`src/rtl/egp_pkg.sv`:
```
// Package: shared constants for the edge-interrupt GPIO port.
// Holds the register offsets, the access-size encoding and the mapping from
// configuration-register index to its bus offset. Offsets are byte offsets.
package egp_pkg;

    typedef enum logic [1:0] {
        ACC_BYTE = 2'd0,
        ACC_HALF = 2'd1,
        ACC_WORD = 2'd2,
        ACC_RSVD = 2'd3
    } acc_size_e;

    localparam int unsigned OFF_DIN    = 32'h00;
    localparam int unsigned OFF_DOUT   = 32'h04;
    localparam int unsigned OFF_DIR    = 32'h08;
    localparam int unsigned OFF_EDGE   = 32'h0C;
    localparam int unsigned OFF_MASK   = 32'h10;
    localparam int unsigned OFF_STAT   = 32'h14;
    localparam int unsigned OFF_PINEN  = 32'h18;

    localparam int unsigned SYNC_STAGES = 2;

    // Configuration registers held in the register file, by index.
    localparam int unsigned CFG_DOUT  = 0;
    localparam int unsigned CFG_DIR   = 1;
    localparam int unsigned CFG_EDGE  = 2;
    localparam int unsigned CFG_MASK  = 3;
    localparam int unsigned CFG_PINEN = 4;
    localparam int unsigned CFG_COUNT = 5;

    // Bus offset of a configuration register given its index.
    function automatic int unsigned cfg_offset(input int unsigned idx);
        int unsigned off;
        case (idx)
            CFG_DOUT:  off = OFF_DOUT;
            CFG_DIR:   off = OFF_DIR;
            CFG_EDGE:  off = OFF_EDGE;
            CFG_MASK:  off = OFF_MASK;
            default:   off = OFF_PINEN;
        endcase
        return off;
    endfunction

endpackage

```
`src/rtl/egp_sync.sv`:
```
// Module: egp_sync
// Multi-stage synchroniser for a vector of asynchronous pin levels.
// Assumes each bit is sampled independently (no bus coherency needed) and
// that the reset value of every stage is 0.
module egp_sync #(
    parameter int unsigned WIDTH  = 16,
    parameter int unsigned STAGES = 2
) (
    input  logic             clk,
    input  logic             rst_n,
    input  logic [WIDTH-1:0] async_i,
    output logic [WIDTH-1:0] sync_o
);

    logic [WIDTH-1:0] stage_q [STAGES];

    for (genvar s = 0; s < STAGES; s++) begin : g_stage
        if (s == 0) begin : g_first
            // First stage captures the raw pin levels.
            always_ff @(posedge clk) begin
                if (!rst_n) stage_q[s] <= '0;
                else        stage_q[s] <= async_i;
            end
        end else begin : g_next
            // Later stages resolve metastability of the previous one.
            always_ff @(posedge clk) begin
                if (!rst_n) stage_q[s] <= '0;
                else        stage_q[s] <= stage_q[s-1];
            end
        end
    end

    assign sync_o = stage_q[STAGES-1];

endmodule

```
`src/rtl/egp_regs.sv`:
```
// Module: egp_regs
// Register file and bus decode of the GPIO port. Holds the configuration
// registers, drives the output lines, forms the read data and produces the
// status-clear request. The status register itself lives in egp_edge.
// Assumes a single-cycle request: writes commit on the edge that samples
// bus_en, reads are combinational. Only halfword accesses are honoured.
module egp_regs
    import egp_pkg::*;
#(
    parameter int unsigned PINS   = 16,
    parameter int unsigned ADDR_W = 8
) (
    input  logic              clk,
    input  logic              rst_n,
    input  logic              bus_en,
    input  logic              bus_we,
    input  logic [ADDR_W-1:0] bus_addr,
    input  logic [1:0]        bus_size,
    input  logic [PINS-1:0]   bus_wdata,
    output logic [PINS-1:0]   bus_rdata,
    input  logic [PINS-1:0]   sync_in,
    input  logic [PINS-1:0]   status_in,
    output logic [PINS-1:0]   dir_o,
    output logic [PINS-1:0]   edge_o,
    output logic [PINS-1:0]   mask_o,
    output logic [PINS-1:0]   pin_out,
    output logic              clr_en,
    output logic [PINS-1:0]   clr_bits
);

    localparam logic [ADDR_W-1:0] A_DIN   = ADDR_W'(OFF_DIN);
    localparam logic [ADDR_W-1:0] A_DOUT  = ADDR_W'(OFF_DOUT);
    localparam logic [ADDR_W-1:0] A_DIR   = ADDR_W'(OFF_DIR);
    localparam logic [ADDR_W-1:0] A_EDGE  = ADDR_W'(OFF_EDGE);
    localparam logic [ADDR_W-1:0] A_MASK  = ADDR_W'(OFF_MASK);
    localparam logic [ADDR_W-1:0] A_STAT  = ADDR_W'(OFF_STAT);
    localparam logic [ADDR_W-1:0] A_PINEN = ADDR_W'(OFF_PINEN);
    localparam int unsigned       FLAT_W  = PINS * CFG_COUNT;

    logic              acc_ok;
    logic              wr_ok;
    logic              rd_ok;
    logic [PINS-1:0]   cfg_q [CFG_COUNT];
    logic [FLAT_W-1:0] cfg_flat;
    logic              cfg_hit;

    // Qualify the request: halfword size only.
    always_comb begin
        acc_ok = bus_en && (bus_size == ACC_HALF);
        wr_ok  = acc_ok && bus_we;
        rd_ok  = acc_ok && !bus_we;
    end

    // One register per configuration index, all reset to ones.
    for (genvar i = 0; i < CFG_COUNT; i++) begin : g_cfg
        localparam logic [ADDR_W-1:0] MY_OFF = ADDR_W'(cfg_offset(i));
        always_ff @(posedge clk) begin
            if (!rst_n)                             cfg_q[i] <= '1;
            else if (wr_ok && (bus_addr == MY_OFF)) cfg_q[i] <= bus_wdata;
        end
    end

    // Flattened view used by the stability checks.
    always_comb begin
        for (int i = 0; i < CFG_COUNT; i++) begin
            cfg_flat[i*PINS +: PINS] = cfg_q[i];
        end
    end

    // Does the address name a writable configuration register.
    always_comb begin
        cfg_hit = 1'b0;
        for (int i = 0; i < CFG_COUNT; i++) begin
            if (bus_addr == ADDR_W'(cfg_offset(i))) cfg_hit = 1'b1;
        end
    end

    // Export the fields the edge logic and the pins need.
    always_comb begin
        dir_o   = cfg_q[CFG_DIR];
        edge_o  = cfg_q[CFG_EDGE];
        mask_o  = cfg_q[CFG_MASK];
        pin_out = cfg_q[CFG_DOUT] & ~cfg_q[CFG_DIR];
    end

    // Status clear request: write-one-to-clear at the status offset.
    always_comb begin
        clr_en   = wr_ok && (bus_addr == A_STAT);
        clr_bits = bus_wdata;
    end

    // Read multiplexer; anything not decoded returns zero.
    always_comb begin
        bus_rdata = '0;
        if (rd_ok) begin
            case (bus_addr)
                A_DIN:   bus_rdata = sync_in & cfg_q[CFG_PINEN];
                A_DOUT:  bus_rdata = cfg_q[CFG_DOUT];
                A_DIR:   bus_rdata = cfg_q[CFG_DIR];
                A_EDGE:  bus_rdata = cfg_q[CFG_EDGE];
                A_MASK:  bus_rdata = cfg_q[CFG_MASK];
                A_STAT:  bus_rdata = status_in;
                A_PINEN: bus_rdata = cfg_q[CFG_PINEN];
                default: bus_rdata = '0;
            endcase
        end
    end


    bad_size_write_chk: assert property (@(posedge clk) disable iff (!rst_n)
        (bus_en && bus_we && (bus_size != ACC_HALF)) |=> $stable(cfg_flat));


    undef_write_chk: assert property (@(posedge clk) disable iff (!rst_n)
        (bus_en && bus_we && !cfg_hit) |=> $stable(cfg_flat));

endmodule

```
`src/rtl/egp_edge.sv`:
```
// Module: egp_edge
// Edge detection and sticky interrupt status. Compares the synchronised
// inputs with their previous sample, qualifies each transition by the
// polarity select, direction and mask, and accumulates it in the status
// register. A clear and a new event for the same bit in one cycle leave
// the bit set. Assumes sync_i is already in the clock domain.
module egp_edge #(
    parameter int unsigned PINS = 16
) (
    input  logic            clk,
    input  logic            rst_n,
    input  logic [PINS-1:0] sync_i,
    input  logic [PINS-1:0] dir_i,
    input  logic [PINS-1:0] edge_sel_i,
    input  logic [PINS-1:0] mask_i,
    input  logic            clr_en,
    input  logic [PINS-1:0] clr_bits,
    output logic [PINS-1:0] status_q,
    output logic [PINS-1:0] evt
);

    logic [PINS-1:0] prev_q;
    logic [PINS-1:0] rise;
    logic [PINS-1:0] fall;
    logic [PINS-1:0] clr_vec;
    logic [PINS-1:0] status_d;

    // Remember last cycle's synchronised levels.
    always_ff @(posedge clk) begin
        if (!rst_n) prev_q <= '0;
        else        prev_q <= sync_i;
    end

    // Per-bit transition detection and qualification.
    always_comb begin
        rise = sync_i & ~prev_q;
        fall = ~sync_i & prev_q;
        evt  = ((edge_sel_i & rise) | (~edge_sel_i & fall)) & dir_i & ~mask_i;
    end

    // Next status: clear requested bits, then let new events win.
    always_comb begin
        clr_vec  = clr_en ? clr_bits : '0;
        status_d = (status_q & ~clr_vec) | evt;
    end

    // Sticky status register.
    always_ff @(posedge clk) begin
        if (!rst_n) status_q <= '0;
        else        status_q <= status_d;
    end


    set_needs_enabled_input_chk: assert property (@(posedge clk) disable iff (!rst_n)
        (status_q & ~$past(status_q) & ($past(mask_i) | ~$past(dir_i))) == '0);


    drop_needs_clear_chk: assert property (@(posedge clk) disable iff (!rst_n)
        (($past(status_q) & ~status_q) & ~({PINS{$past(clr_en)}} & $past(clr_bits))) == '0);

endmodule

```
`src/rtl/edge_gpio_port.sv`:
```
// Module: edge_gpio_port
// Top of the edge-interrupt GPIO port: synchroniser, register file and edge
// detector. Assumes pin_in is asynchronous and bus signals are synchronous
// to clk. The interrupt is the OR of the status bits.
module edge_gpio_port
    import egp_pkg::*;
#(
    parameter int unsigned PINS   = 16,
    parameter int unsigned ADDR_W = 8
) (
    input  logic              clk,
    input  logic              rst_n,
    input  logic              bus_en,
    input  logic              bus_we,
    input  logic [ADDR_W-1:0] bus_addr,
    input  logic [1:0]        bus_size,
    input  logic [PINS-1:0]   bus_wdata,
    output logic [PINS-1:0]   bus_rdata,
    input  logic [PINS-1:0]   pin_in,
    output logic [PINS-1:0]   pin_out,
    output logic              irq
);

    logic [PINS-1:0] sync_v;
    logic [PINS-1:0] dir_v;
    logic [PINS-1:0] edge_v;
    logic [PINS-1:0] mask_v;
    logic [PINS-1:0] status_v;
    logic [PINS-1:0] evt_v;
    logic [PINS-1:0] clr_bits_v;
    logic            clr_en_v;
    logic [1:0]      warm_q;

    egp_sync #(.WIDTH(PINS), .STAGES(SYNC_STAGES)) u_sync (
        .clk     (clk),
        .rst_n   (rst_n),
        .async_i (pin_in),
        .sync_o  (sync_v)
    );

    egp_regs #(.PINS(PINS), .ADDR_W(ADDR_W)) u_regs (
        .clk       (clk),
        .rst_n     (rst_n),
        .bus_en    (bus_en),
        .bus_we    (bus_we),
        .bus_addr  (bus_addr),
        .bus_size  (bus_size),
        .bus_wdata (bus_wdata),
        .bus_rdata (bus_rdata),
        .sync_in   (sync_v),
        .status_in (status_v),
        .dir_o     (dir_v),
        .edge_o    (edge_v),
        .mask_o    (mask_v),
        .pin_out   (pin_out),
        .clr_en    (clr_en_v),
        .clr_bits  (clr_bits_v)
    );

    egp_edge #(.PINS(PINS)) u_edge (
        .clk        (clk),
        .rst_n      (rst_n),
        .sync_i     (sync_v),
        .dir_i      (dir_v),
        .edge_sel_i (edge_v),
        .mask_i     (mask_v),
        .clr_en     (clr_en_v),
        .clr_bits   (clr_bits_v),
        .status_q   (status_v),
        .evt        (evt_v)
    );

    // Interrupt follows the presence of any pending status bit.
    always_comb irq = |status_v;

    // Cycles since reset, saturating, so the latency check looks back only
    // over cycles that exist.
    always_ff @(posedge clk) begin
        if (!rst_n)              warm_q <= 2'd0;
        else if (warm_q != 2'd2) warm_q <= warm_q + 2'd1;
    end


    sync_latency_chk: assert property (@(posedge clk) disable iff (!rst_n)
        (warm_q == 2'd2) |-> (sync_v == $past(pin_in, 2)));


    irq_rise_cause_chk: assert property (@(posedge clk) disable iff (!rst_n)
        $rose(irq) |-> $past(|evt_v));

endmodule

```
`config.mk`:
```
export PLATFORM = sky130hd
export DESIGN_NAME = edge_gpio_port
export DESIGN_NICKNAME = d
export VERILOG_FILES = /design/src/rtl/egp_pkg.sv /design/src/rtl/egp_sync.sv /design/src/rtl/egp_regs.sv /design/src/rtl/egp_edge.sv /design/src/rtl/edge_gpio_port.sv
export SDC_FILE = /design/constraint.sdc
export NUM_CORES = 1
export LEC_CHECK = 0
export BUFFER_PORTS_ARGS = -buffer_cell sky130_fd_sc_hd__buf_2
export CAP_MARGIN = 20
export CORE_MARGIN = 5
export CORE_UTILIZATION = 40
export DETAILED_ROUTE_END_ITERATION = 12
export PLACE_DENSITY = 0.61
export SYNTH_ARGS = -nofsm -noshare
export SYNTH_HDL_FRONTEND = slang
export SYNTH_HIERARCHICAL = 1
export SYNTH_SLANG_ARGS = --single-unit
export TNS_END_PERCENT = 5
```
`constraint.sdc`:
```
create_clock -name clk -period 3 [get_ports clk]
set_input_delay 0.3 -clock clk [delete_from_list [all_inputs] [get_ports clk]]
set_output_delay 0.3 -clock clk [all_outputs]
set_load 0.01 [all_outputs]
```
==> results of run 1 <==
per-layer routing:
metal | vias up | share of wire, %
met1 | 2402 | 42
met5 | - | 0
met2 | 241 | 48
met3 | 36 | 7.2
li1 | 2263 | -
met4 | 0 | 2.5
synth_stat cells, types with 3 or more instances:
library cell	number	area [sq um]
a21boi_0	17	128
a21oi_1	22	110
a21oi_2	16	140
a22o_1	25	219
a22oi_1	24	180
a32o_1	9	90.1
and2_2	48	360
buf_2	12	60.1
buf_4	18	135
clkbuf_1	11	41.3
clkbuf_2	4	20.0
dfxtp_1	64	1280
edfxtp_1	80	2400
mux2i_1	6	60.1
nand2_1	16	60.1
nand2b_1	16	100
nand3_1	8	40.0
nand3_2	3	30.0
nand3b_1	19	143
nor2b_1	18	113
nor4_1	5	31.3
nor4b_4	3	71.3
o21a_1	16	120
o21ai_0	9	45.0
or2_1	12	75.1
or2_2	68	425
or3b_1	16	140
registers in the layout (all words and copies together) (netlist names):
register and flops:
u_edge/prev_q 16, u_edge/status_q 16, u_regs/cfg_q 80, u_sync/stage_q 32
area by class of cell:
type	instances	area share, %
sequential	144	45.9
clock buffer	28	6.98
timing repair buffer	106	7.65
inverter	2	0.0936
clock inverter	4	0.562
multi-input combinational	393	35.3
tap	220	3.43
critical path, delay by kind of cell:
| kind | cells | cell delay [ns] |
|---|---|---|
| buffers and inverters | 4 | 0.82 |
| AO/OA/AOI/OAI | 3 | 0.42 |
| AND/OR/NAND/NOR | 1 | 0.42 |
worst max-delay path by stage:
stage | to | cells past startpoint | slack [ns] | from
after floorplan | u_regs/cfg_q[4][0] | 5 | 0.33 | bus_addr[1]
after global placement | u_regs/cfg_q[3][15] | 5 | 0.72 | bus_addr[5]
after detailed placement | u_regs/cfg_q[3][2] | 5 | 0.69 | bus_addr[5]
after CTS | bus_rdata[5] | 8 | 0.73 | bus_addr[2]
after global routing | bus_rdata[14] | 6 | 0.63 | bus_addr[1]
final | bus_rdata[5] | 8 | 0.73 | bus_addr[2]
kinds of logic after synthesis:
group / count (synthesis) / share of synthesized area (%)
and+or+nand+nor: 245 / 25.0
muxes: 6 / 0.884
DFF: 144 / 54.2
buffers and inverters: 49 / 4.22
AOI/OAI and AO/OA: 142 / 15.7
power groups by stage:
stage                     clock network (mW)  registers (mW)  logic [mW]
after floorplan                            0            2.24       0.165
after global placement                     0            2.26       0.278
after detailed placement                   0            2.26       0.283
after CTS                               2.15            2.22       0.284
after global routing                    2.26            2.23       0.305
final                                   2.11            2.22       0.282
through the flow:
step	total power [mW]	worst slack [ns]	utilization, %
final	4.62	0.727	48.2
after global routing	4.80	0.634	48.2
after CTS	4.66	0.730	48.2
after detailed placement	2.55	0.688	44.5
after global placement	2.54	0.717	44.5
after floorplan	2.40	0.332	-
==> flow_metrics.py, run 1 <==
metrics = {
    "sta": {
        "finalHoldViolCount": 0,
        "setup-tns-final_ns": 0,
        "skew_ns": 0.00512,
        "layout_min_cycle_time_ns": 2.27,
        "fmax_mhz": 440,
        "min_period_over_period_pct": 75.8,
        "holdWs_ns": 0.0934,
        "slew_headroom_pct": 60.8,
        "drv_slew": 0,
        "setup_viol": 0,
        "tightest_slew_ns": 0.588,
        "rsz0062_at_grt": "false",
    },
    "power": {
        "p_switching_mw": 0.985,
        "intPower_mw": 3.63,
        "combPwrFrac_pct": 6.1,
        "ir_worst_vdd_mv": 0.346,
        "p_clk_share_pct": 45.7,
        "power.share.switching_pct": 21.3,
        "p_leak_nw": 2.86,
        "seqPwrFrac_pct": 48.1,
        "p_per_area_nw_per_um2": 576,
    },
    "yosys": {
        "async_flop_share_pct": 0,
        "synth-seq-cells": 144,
        "synthFlopType": "edfxtp_1",
        "synth_fp_nets": 632,
        "synth_area_sq_um": 6800,
        "syn_inst": 586,
        "ys_seq_area_share_pct": 54.2,
        "avgSynthCellArea_sq_um": 11.6,
        "synth_warnings": 6,
        "yosysUniqueCellTypes": 43,
        "synth_edf_count": 80,
    },
    "clocking": {
        "clkTransAtPathRegs_ns": 0.05,
        "root_buffer": "clkbuf_16",
        "postCtsSetupBuffers": 0,
        "cts_buffers": 17,
        "ctsResizeCount": 0,
        "cts_tree": "yes",
        "insertion_delay_ns": 0.42,
        "holdBufCountCts": 0,
        "h-tree-depth": 4,
        "cts.sinks": 144,
        "cts_buffer_depth": 2,
    },
    "die": {
        "io_pins": 79,
        "rows": 47,
        "die_h_um": 140,
        "die_area_sq_um": 19700,
        "coreArea_sq_um": 16600,
        "initial_core_util_pct": 40.8,
        "die_w_um": 140,
    },
    "route": {
        "vias_per_cell": 5.51,
        "drc_errors": 0,
        "dr.pass1.iters": 5,
        "wl_per_cell_um": 20.8,
        "ant_nets": 0,
        "dr.first_iter.drc_count": 452,
        "wirelength_um": 18600,
        "vias": 4942,
    },
    "setup_path": {
        "r2r_slack_ns": 1.86,
        "end_kind": "output port",
        "cp_max_fo": 16,
        "cp-start-kind": "input pin",
        "critPathSlowestCell": "nor2b_1",
        "arrival_ns": 1.97,
        "r2r-start": "u_regs/cfg_q[2][10]",
        "reg2reg_to": "u_edge/status_q[10]",
        "path_cells": "buf_2 > buf_4 > nor2b_1 > buf_4 > a22o_1 > a22oi_1 > a21oi_1 > buf_2",
        "critical_path.max_stage_delay_ns": 0.42,
        "reg2regPathDepth": 3,
        "cp.required_ns": 2.70,
        "critPathKind": "in -> out",
    },
    "finish": {
        "seq_area_sq_um": 3680,
        "nets": 710,
        "fin_cells": 897,
        "diodes": 0,
        "design_area_sq_um": 8020,
        "multi_input_area_sq_um": 2830,
        "n_fill_cell": 1523,
        "most-common-layout-cells": "edfxtp_1, buf_2, or2_2",
        "final_common_cell": "edfxtp_1",
        "drive_gt1_share_pct": 41.1,
        "syn2layout_area_growth_pct": 17.9,
    },
    "flow_run": {
        "maxCapViolCount": 0,
    },
    "placed_design": {
        "placed_area_sq_um": 7410,
        "portBuffers": 78,
        "hpwl_um": 12700,
        "gp_congestion": 0.843,
        "place_inst": 865,
    },
    "hold_path": {
        "hold_path_end": "u_sync/stage_q[0][1]",
        "worstHoldStart": "pin_in[1]",
        "hp-class": "in -> reg",
        "min_path_cells": 2,
    },
    "global_routing": {
        "grt_pass1_wl_um": 28700,
        "use_met2_pct": 30.9,
        "top_usage_layer": "met2",
        "grt_max_degree": 52,
        "grt_remaining_overflow": 0,
        "grt_pass1_vias": 5060,
        "antenna_found_initial": 0,
        "grt_util_met3_pct": 4.74,
        "grtUsageTotal_pct": 19.2,
        "use_met1_pct": 25.0,
    },
    "run_status": {
        "outcome": "completed",
    },
}
(Power assumes the default switching activity.)
==> run 2: changes to the inputs <==
==> constraint.sdc (replaced) <==
create_clock -name clk -period 2.1 [get_ports clk]
set_input_delay 0.21 -clock clk [delete_from_list [all_inputs] [get_ports clk]]
set_output_delay 0.21 -clock clk [all_outputs]
set_load 0.01 [all_outputs]
==> run 2 against run 1 <==
Net effect: worst hold slack lost 0.073 ns; critical path depth down 1; total power is 43% higher; die area stayed put; via count increased by 1.3%; flip-flop and latch count is the same; sequential share of layout area down 1.5 points; global-route usage about the same; clock power grew 42%; largest cell class unchanged; highest routed layer unchanged.
==> flow_metrics.py, run 2 (same netlist as run 1, synthesis figures left out) <==
metrics = {
    "global_routing": {
        "antenna_found_initial": 0,
        "grt_pass1_wl_um": 28600,
        "grt_max_degree": 69,
        "grt_remaining_overflow": 0,
        "grt_pass1_vias": 5041,
        "grtUsageTotal_pct": 19.2,
    },
    "flow_run": {
        "maxCapViolCount": 0,
    },
    "placed_design": {
        "portBuffers": 78,
        "gp_congestion": 0.834,
        "placed_area_sq_um": 7540,
        "hpwl_um": 12600,
    },
    "finish": {
        "n_fill_cell": 1498,
        "diodes": 0,
        "syn2layout_area_growth_pct": 22.1,
        "largest_reg_flops": 80,
        "top_register": "u_regs/cfg_q",
        "most-common-layout-cells": "edfxtp_1, buf_2, or2_2",
        "seq_area_sq_um": 3680,
        "design_area_sq_um": 8300,
        "nets": 737,
        "reg.largest.list": "u_regs/cfg_q: 80 flops, u_sync/stage_q: 32 flops",
        "drive_gt1_share_pct": 41.9,
        "final_common_cell": "edfxtp_1",
        "multi_input_area_sq_um": 2850,
    },
    "clocking": {
        "clkTransAtPathRegs_ns": 0.06,
        "cts_tree": "yes",
        "insertion_delay_ns": 0.42,
        "cts_buffer_depth": 2,
        "root_buffer": "clkbuf_16",
        "cts.sinks": 144,
        "cts_buffers": 17,
        "h-tree-depth": 4,
        "postCtsSetupBuffers": 0,
    },
    "route": {
        "vias": 5008,
        "dr.pass1.iters": 5,
        "vias_per_cell": 5.42,
        "dr.first_iter.drc_count": 378,
        "wl_per_cell_um": 20.3,
        "wirelength_um": 18800,
        "drc_errors": 0,
        "ant_nets": 0,
    },
    "power": {
        "p_leak_nw": 2.99,
        "combPwrFrac_pct": 6.6,
        "power.share.switching_pct": 21.9,
        "p_clk_share_pct": 45.3,
        "p_switching_mw": 1.45,
        "ir_worst_vdd_mv": 0.574,
        "intPower_mw": 5.15,
        "p_per_area_nw_per_um2": 795,
        "seqPwrFrac_pct": 48.0,
    },
    "die": {
        "rows": 47,
        "io_pins": 79,
        "die_area_sq_um": 19700,
        "coreArea_sq_um": 16600,
        "initial_core_util_pct": 40.8,
        "die_h_um": 140,
        "die_w_um": 140,
    },
    "sta": {
        "holdWs_ns": 0.0205,
        "setup_viol": 0,
        "slew_headroom_pct": 55.7,
        "drv_slew": 0,
        "fmax_mhz": 502,
        "skew_ns": 0.0105,
        "rsz0062_at_grt": "false",
        "layout_min_cycle_time_ns": 1.99,
        "min_period_over_period_pct": 94.8,
        "tightest_slew_ns": 0.664,
        "finalHoldViolCount": 0,
    },
    "setup_path": {
        "cp-start-kind": "input pin",
        "reg2reg_to": "u_edge/status_q[7]",
        "reg2regPathDepth": 3,
        "r2r-start": "u_regs/cfg_q[2][7]",
        "cp_max_fo": 15,
        "critPathKind": "in -> out",
        "end_kind": "output port",
        "r2r_slack_ns": 0.92,
        "startpoint": "bus_addr[1]",
        "cp.required_ns": 1.89,
        "arrival_ns": 1.78,
    },
    "hold_path": {
        "worstHoldStart": "pin_in[2]",
        "min_path_cells": 2,
        "hp-class": "in -> reg",
        "hold_path_end": "u_sync/stage_q[0][2]",
    },
    "run_status": {
        "outcome": "completed",
    },
}
run 2: through the flow:
| step | utilization, % | setup TNS (ns) | total power, mW | worst slack [ns] | std cells |
|---|---|---|---|---|---|
| 6_report | 49.8 | 0 | 6.60 | 0.110 | 924 |
| 5_1_grt | 49.8 | 0 | 6.82 | 0.0545 | 924 |
| 4_1_cts | 49.8 | 0 | 6.65 | 0.00283 | 924 |
| 3_5_place_dp | 45.3 | 0 | 3.64 | 0.00954 | 877 |
| 3_3_place_gp | 45.3 | 0 | 3.63 | 0.0322 | 877 |
| 2_1_floorplan | - | -0.755 | 3.43 | -0.0472 | 586 |
run 2: worst max-delay path by stage:
stage | end | slack (ns) | depth (start not counted)
after global placement | bus_rdata[2] | 0.03 | 6
after detailed placement | bus_rdata[2] | 0.01 | 6
after floorplan | u_regs/cfg_q[4][0] | -0.05 | 5
final | bus_rdata[5] | 0.11 | 7
after CTS | bus_rdata[2] | 0.003 | 6
after global routing | bus_rdata[6] | 0.05 | 7
run 2: cell type report:
cell class	count	share of cell area, %
Tap cell	220	3.32
Sequential cell	144	44.4
Clock inverter	10	1.31
Inverter	2	0.0905
Timing Repair Buffer	133	10.7
Multi-Input combinational cell	393	34.3
Clock buffer	22	5.84
run 2: power by group through the flow:
stage	logic (mW)	clock network, mW	registers [mW]
3_3_place_gp	0.404	0	3.22
5_1_grt	0.474	3.16	3.18
6_report	0.437	2.99	3.17
3_5_place_dp	0.413	0	3.23
4_1_cts	0.436	3.04	3.17
2_1_floorplan	0.236	0	3.20
run 2: routing by layer:
| metal | share of wire (%) | track usage, % | wire [um] | vias to the layer above |
|---|---|---|---|---|
| met5 | 0 | 0 | 0 | - |
| met4 | 3.0 | 8.87 | 561 | 0 |
| met3 | 7.5 | 5.39 | 1420 | 39 |
| met2 | 47 | 30.6 | 8870 | 212 |
| met1 | 42 | 24.2 | 7930 | 2433 |
| li1 | - | - | - | 2324 |
run 2: repair_timing:
action                     in CTS  in global routing
hold endpoints to repair       15                  0
setup endpoints to repair       0                 13
hold buffers                   15                  0
resized for setup               0                  3
run 2: critical path: stages:
cell     delay [ns]
buf_2          0.16
nor3_2         0.40
nor4b_4        0.33
buf_12         0.21
a22oi_1        0.08
a21oi_1        0.21
buf_2          0.17
==> run 3: changes to the inputs <==
--- a/config.mk
+++ b/config.mk
@@ -8,9 +8,10 @@
 export BUFFER_PORTS_ARGS = -buffer_cell sky130_fd_sc_hd__buf_2
 export CAP_MARGIN = 20
 export CORE_MARGIN = 5
-export CORE_UTILIZATION = 40
+export CORE_UTILIZATION = 61
+export CTS_BUF_LIST = sky130_fd_sc_hd__clkbuf_4 sky130_fd_sc_hd__clkbuf_8
 export DETAILED_ROUTE_END_ITERATION = 12
-export PLACE_DENSITY = 0.61
+export PLACE_DENSITY = 0.86
 export SYNTH_ARGS = -nofsm -noshare
 export SYNTH_HDL_FRONTEND = slang
 export SYNTH_HIERARCHICAL = 1
==> run 3 against run 2 <==
Net effect: core utilization rose by 23 points; worst hold slack improved by 0.061 ns; sequential power barely moved; final area fell by 4.1%; total power fell by 11%; non-clock buffer count fell by 6; sequential share of layout area rose by 1.9 points; count of clock-buffer cells in the layout fell by 4; critical path type unchanged.
==> flow_metrics.py, run 3 (same netlist as run 1, synthesis figures left out) <==
metrics = {
    "run_status": {
        "outcome": "completed",
    },
    "power": {
        "power.share.switching_pct": 23.7,
        "combPwrFrac_pct": 7.5,
        "ir_worst_vdd_mv": 0.501,
        "intPower_mw": 4.46,
        "p_switching_mw": 1.39,
        "seqPwrFrac_pct": 54.2,
        "p_clk_share_pct": 38.3,
        "p_leak_nw": 2.85,
        "p_per_area_nw_per_um2": 736,
    },
    "finish": {
        "multi_input_area_sq_um": 2830,
        "nets": 731,
        "largest_reg_flops": 80,
        "n_fill_cell": 755,
        "top_register": "u_regs/cfg_q",
        "most-common-layout-cells": "edfxtp_1, buf_2, or2_2",
        "reg.largest.list": "u_regs/cfg_q: 80 flops, u_sync/stage_q: 32 flops",
        "seq_area_sq_um": 3680,
        "syn2layout_area_growth_pct": 17.0,
        "drive_gt1_share_pct": 41.0,
        "design_area_sq_um": 7960,
        "diodes": 0,
        "final_common_cell": "edfxtp_1",
        "finish.utilization_pct": 73.1,
    },
    "route": {
        "wl_met1_um": 6800,
        "wl_met2_um": 9360,
        "wl_per_cell_um": 22.1,
        "dr.first_iter.drc_count": 542,
        "dr.pass1.iters": 6,
        "vias": 5194,
        "route.met3.wl_um": 1880,
        "ant_nets": 0,
        "wirelength_um": 18600,
        "vias_per_cell": 6.20,
        "drc_errors": 0,
        "top_layer_used": "met4",
    },
    "clocking": {
        "clkTransAtPathRegs_ns": 0.08,
        "root_buffer": "clkbuf_8",
        "cts_buffer_depth": 2,
        "insertion_delay_ns": 0.46,
        "h-tree-depth": 4,
        "cts_buffers": 17,
        "cts_tree": "yes",
        "cts.sinks": 144,
        "postCtsSetupBuffers": 0,
    },
    "global_routing": {
        "grt_max_degree": 69,
        "grt_pass1_vias": 5302,
        "grt_remaining_overflow": 0,
        "antenna_found_initial": 0,
        "grtUsageTotal_pct": 29.1,
        "grt_pass1_wl_um": 29000,
    },
    "setup_path": {
        "reg2reg_to": "u_edge/status_q[8]",
        "critPathSlowestCell": "nor3_2",
        "cp-start-kind": "input pin",
        "end_kind": "output port",
        "critical_path.max_stage_delay_ns": 0.35,
        "r2r_slack_ns": 0.89,
        "r2r-start": "u_regs/cfg_q[2][8]",
        "reg2regPathDepth": 3,
        "path_cells": "buf_2 > nor3_2 > nor4b_4 > buf_4 > a22oi_1 > a21oi_1 > buf_2",
        "path_common_cell": "buf_2",
        "critPathKind": "in -> out",
        "cp.required_ns": 1.89,
        "cp_max_fo": 15,
        "arrival_ns": 1.78,
    },
    "die": {
        "die_area_sq_um": 13400,
        "coreArea_sq_um": 10900,
        "die_w_um": 116,
        "io_pins": 79,
        "rows": 38,
        "die_h_um": 116,
        "initial_core_util_pct": 62.4,
    },
    "sta": {
        "skew_ns": 0.00987,
        "finalHoldViolCount": 0,
        "fmax_mhz": 502,
        "setup_viol": 0,
        "tightest_slew_ns": 0.581,
        "drv_slew": 0,
        "rsz0062_at_grt": "false",
        "slew_headroom_pct": 61.3,
        "min_period_over_period_pct": 94.8,
        "layout_min_cycle_time_ns": 1.99,
    },
    "hold_path": {
        "hold_path_end": "u_regs/cfg_q[2][7]",
        "worstHoldStart": "bus_wdata[7]",
        "hp-class": "in -> reg",
        "min_path_cells": 2,
    },
    "placed_design": {
        "placed_area_sq_um": 7390,
        "gp_congestion": 0.858,
        "hpwl_um": 12000,
        "portBuffers": 78,
    },
    "flow_run": {
        "maxCapViolCount": 0,
    },
}
-- run 3: cell types whose count changed in the layout (fill, tap and decap cells not counted), moves of 3 or more --
cell        previous run  this run
clkbuf_16             17         0
clkbuf_8               4        17
buf_4                 36        29
clkinvlp_4             2         6
clkinv_2               5         2
-- run 3: worst max path at each step --
stage | start | endpoint | depth (start not counted)
after floorplan | bus_addr[1] | u_regs/cfg_q[4][0] | 5
after detailed placement | bus_addr[5] | u_regs/cfg_q[4][9] | 5
after global placement | bus_addr[5] | u_regs/cfg_q[4][3] | 5
after global routing | bus_addr[1] | bus_rdata[5] | 7
final | bus_addr[1] | bus_rdata[5] | 7
after CTS | bus_addr[1] | bus_rdata[5] | 7
-- run 3: timing repair --
item                      in CTS  in global routing
gates resized for setup        0                  0
hold buffers                  16                  0
hold endpoints to repair      16                  0
-- run 3: per-layer routing --
metal / up-vias / track usage, %
met5: - / 0
met4: 0 / 12.9
met3: 58 / 6.53
met2: 319 / 48.6
met1: 2509 / 36.4
li1: 2308 / -
-- run 3: through the flow --
stage	hold slack (ns)	instances	total power, mW	setup TNS, ns	worst slack (ns)
final	0.0817	838	5.85	0	0.109
after global routing	0.0756	838	6.05	0	0.0202
after CTS	0.0652	838	5.85	0	0.121
after detailed placement	0.433	790	3.63	0	0.118
after global placement	0.428	790	3.61	0	0.161
after floorplan	0.346	586	3.43	-0.755	-0.0472
-- run 3: critical path: cells and delay by family --
kind            cells  cell delay [ns]
compound gates      2             0.32
simple gates        2             0.60
buf+inv             3             0.63
-- run 3: cell type report --
type	count	share of cell area, %
well taps	140	2.20
clock buffers	18	3.04
clock inverters	14	2.09
repair buffers	127	10.7
multi-input cells	393	35.6
inverters	2	0.0944
flip-flops and latches	144	46.3
-- run 3: power by group through the flow --
stage | clock, mW | sequential [mW] | combinational [mW]
2_1_floorplan | 0 | 3.20 | 0.236
3_3_place_gp | 0 | 3.22 | 0.390
3_5_place_dp | 0 | 3.23 | 0.404
4_1_cts | 2.25 | 3.17 | 0.432
5_1_grt | 2.40 | 3.18 | 0.470
6_report | 2.24 | 3.17 | 0.439
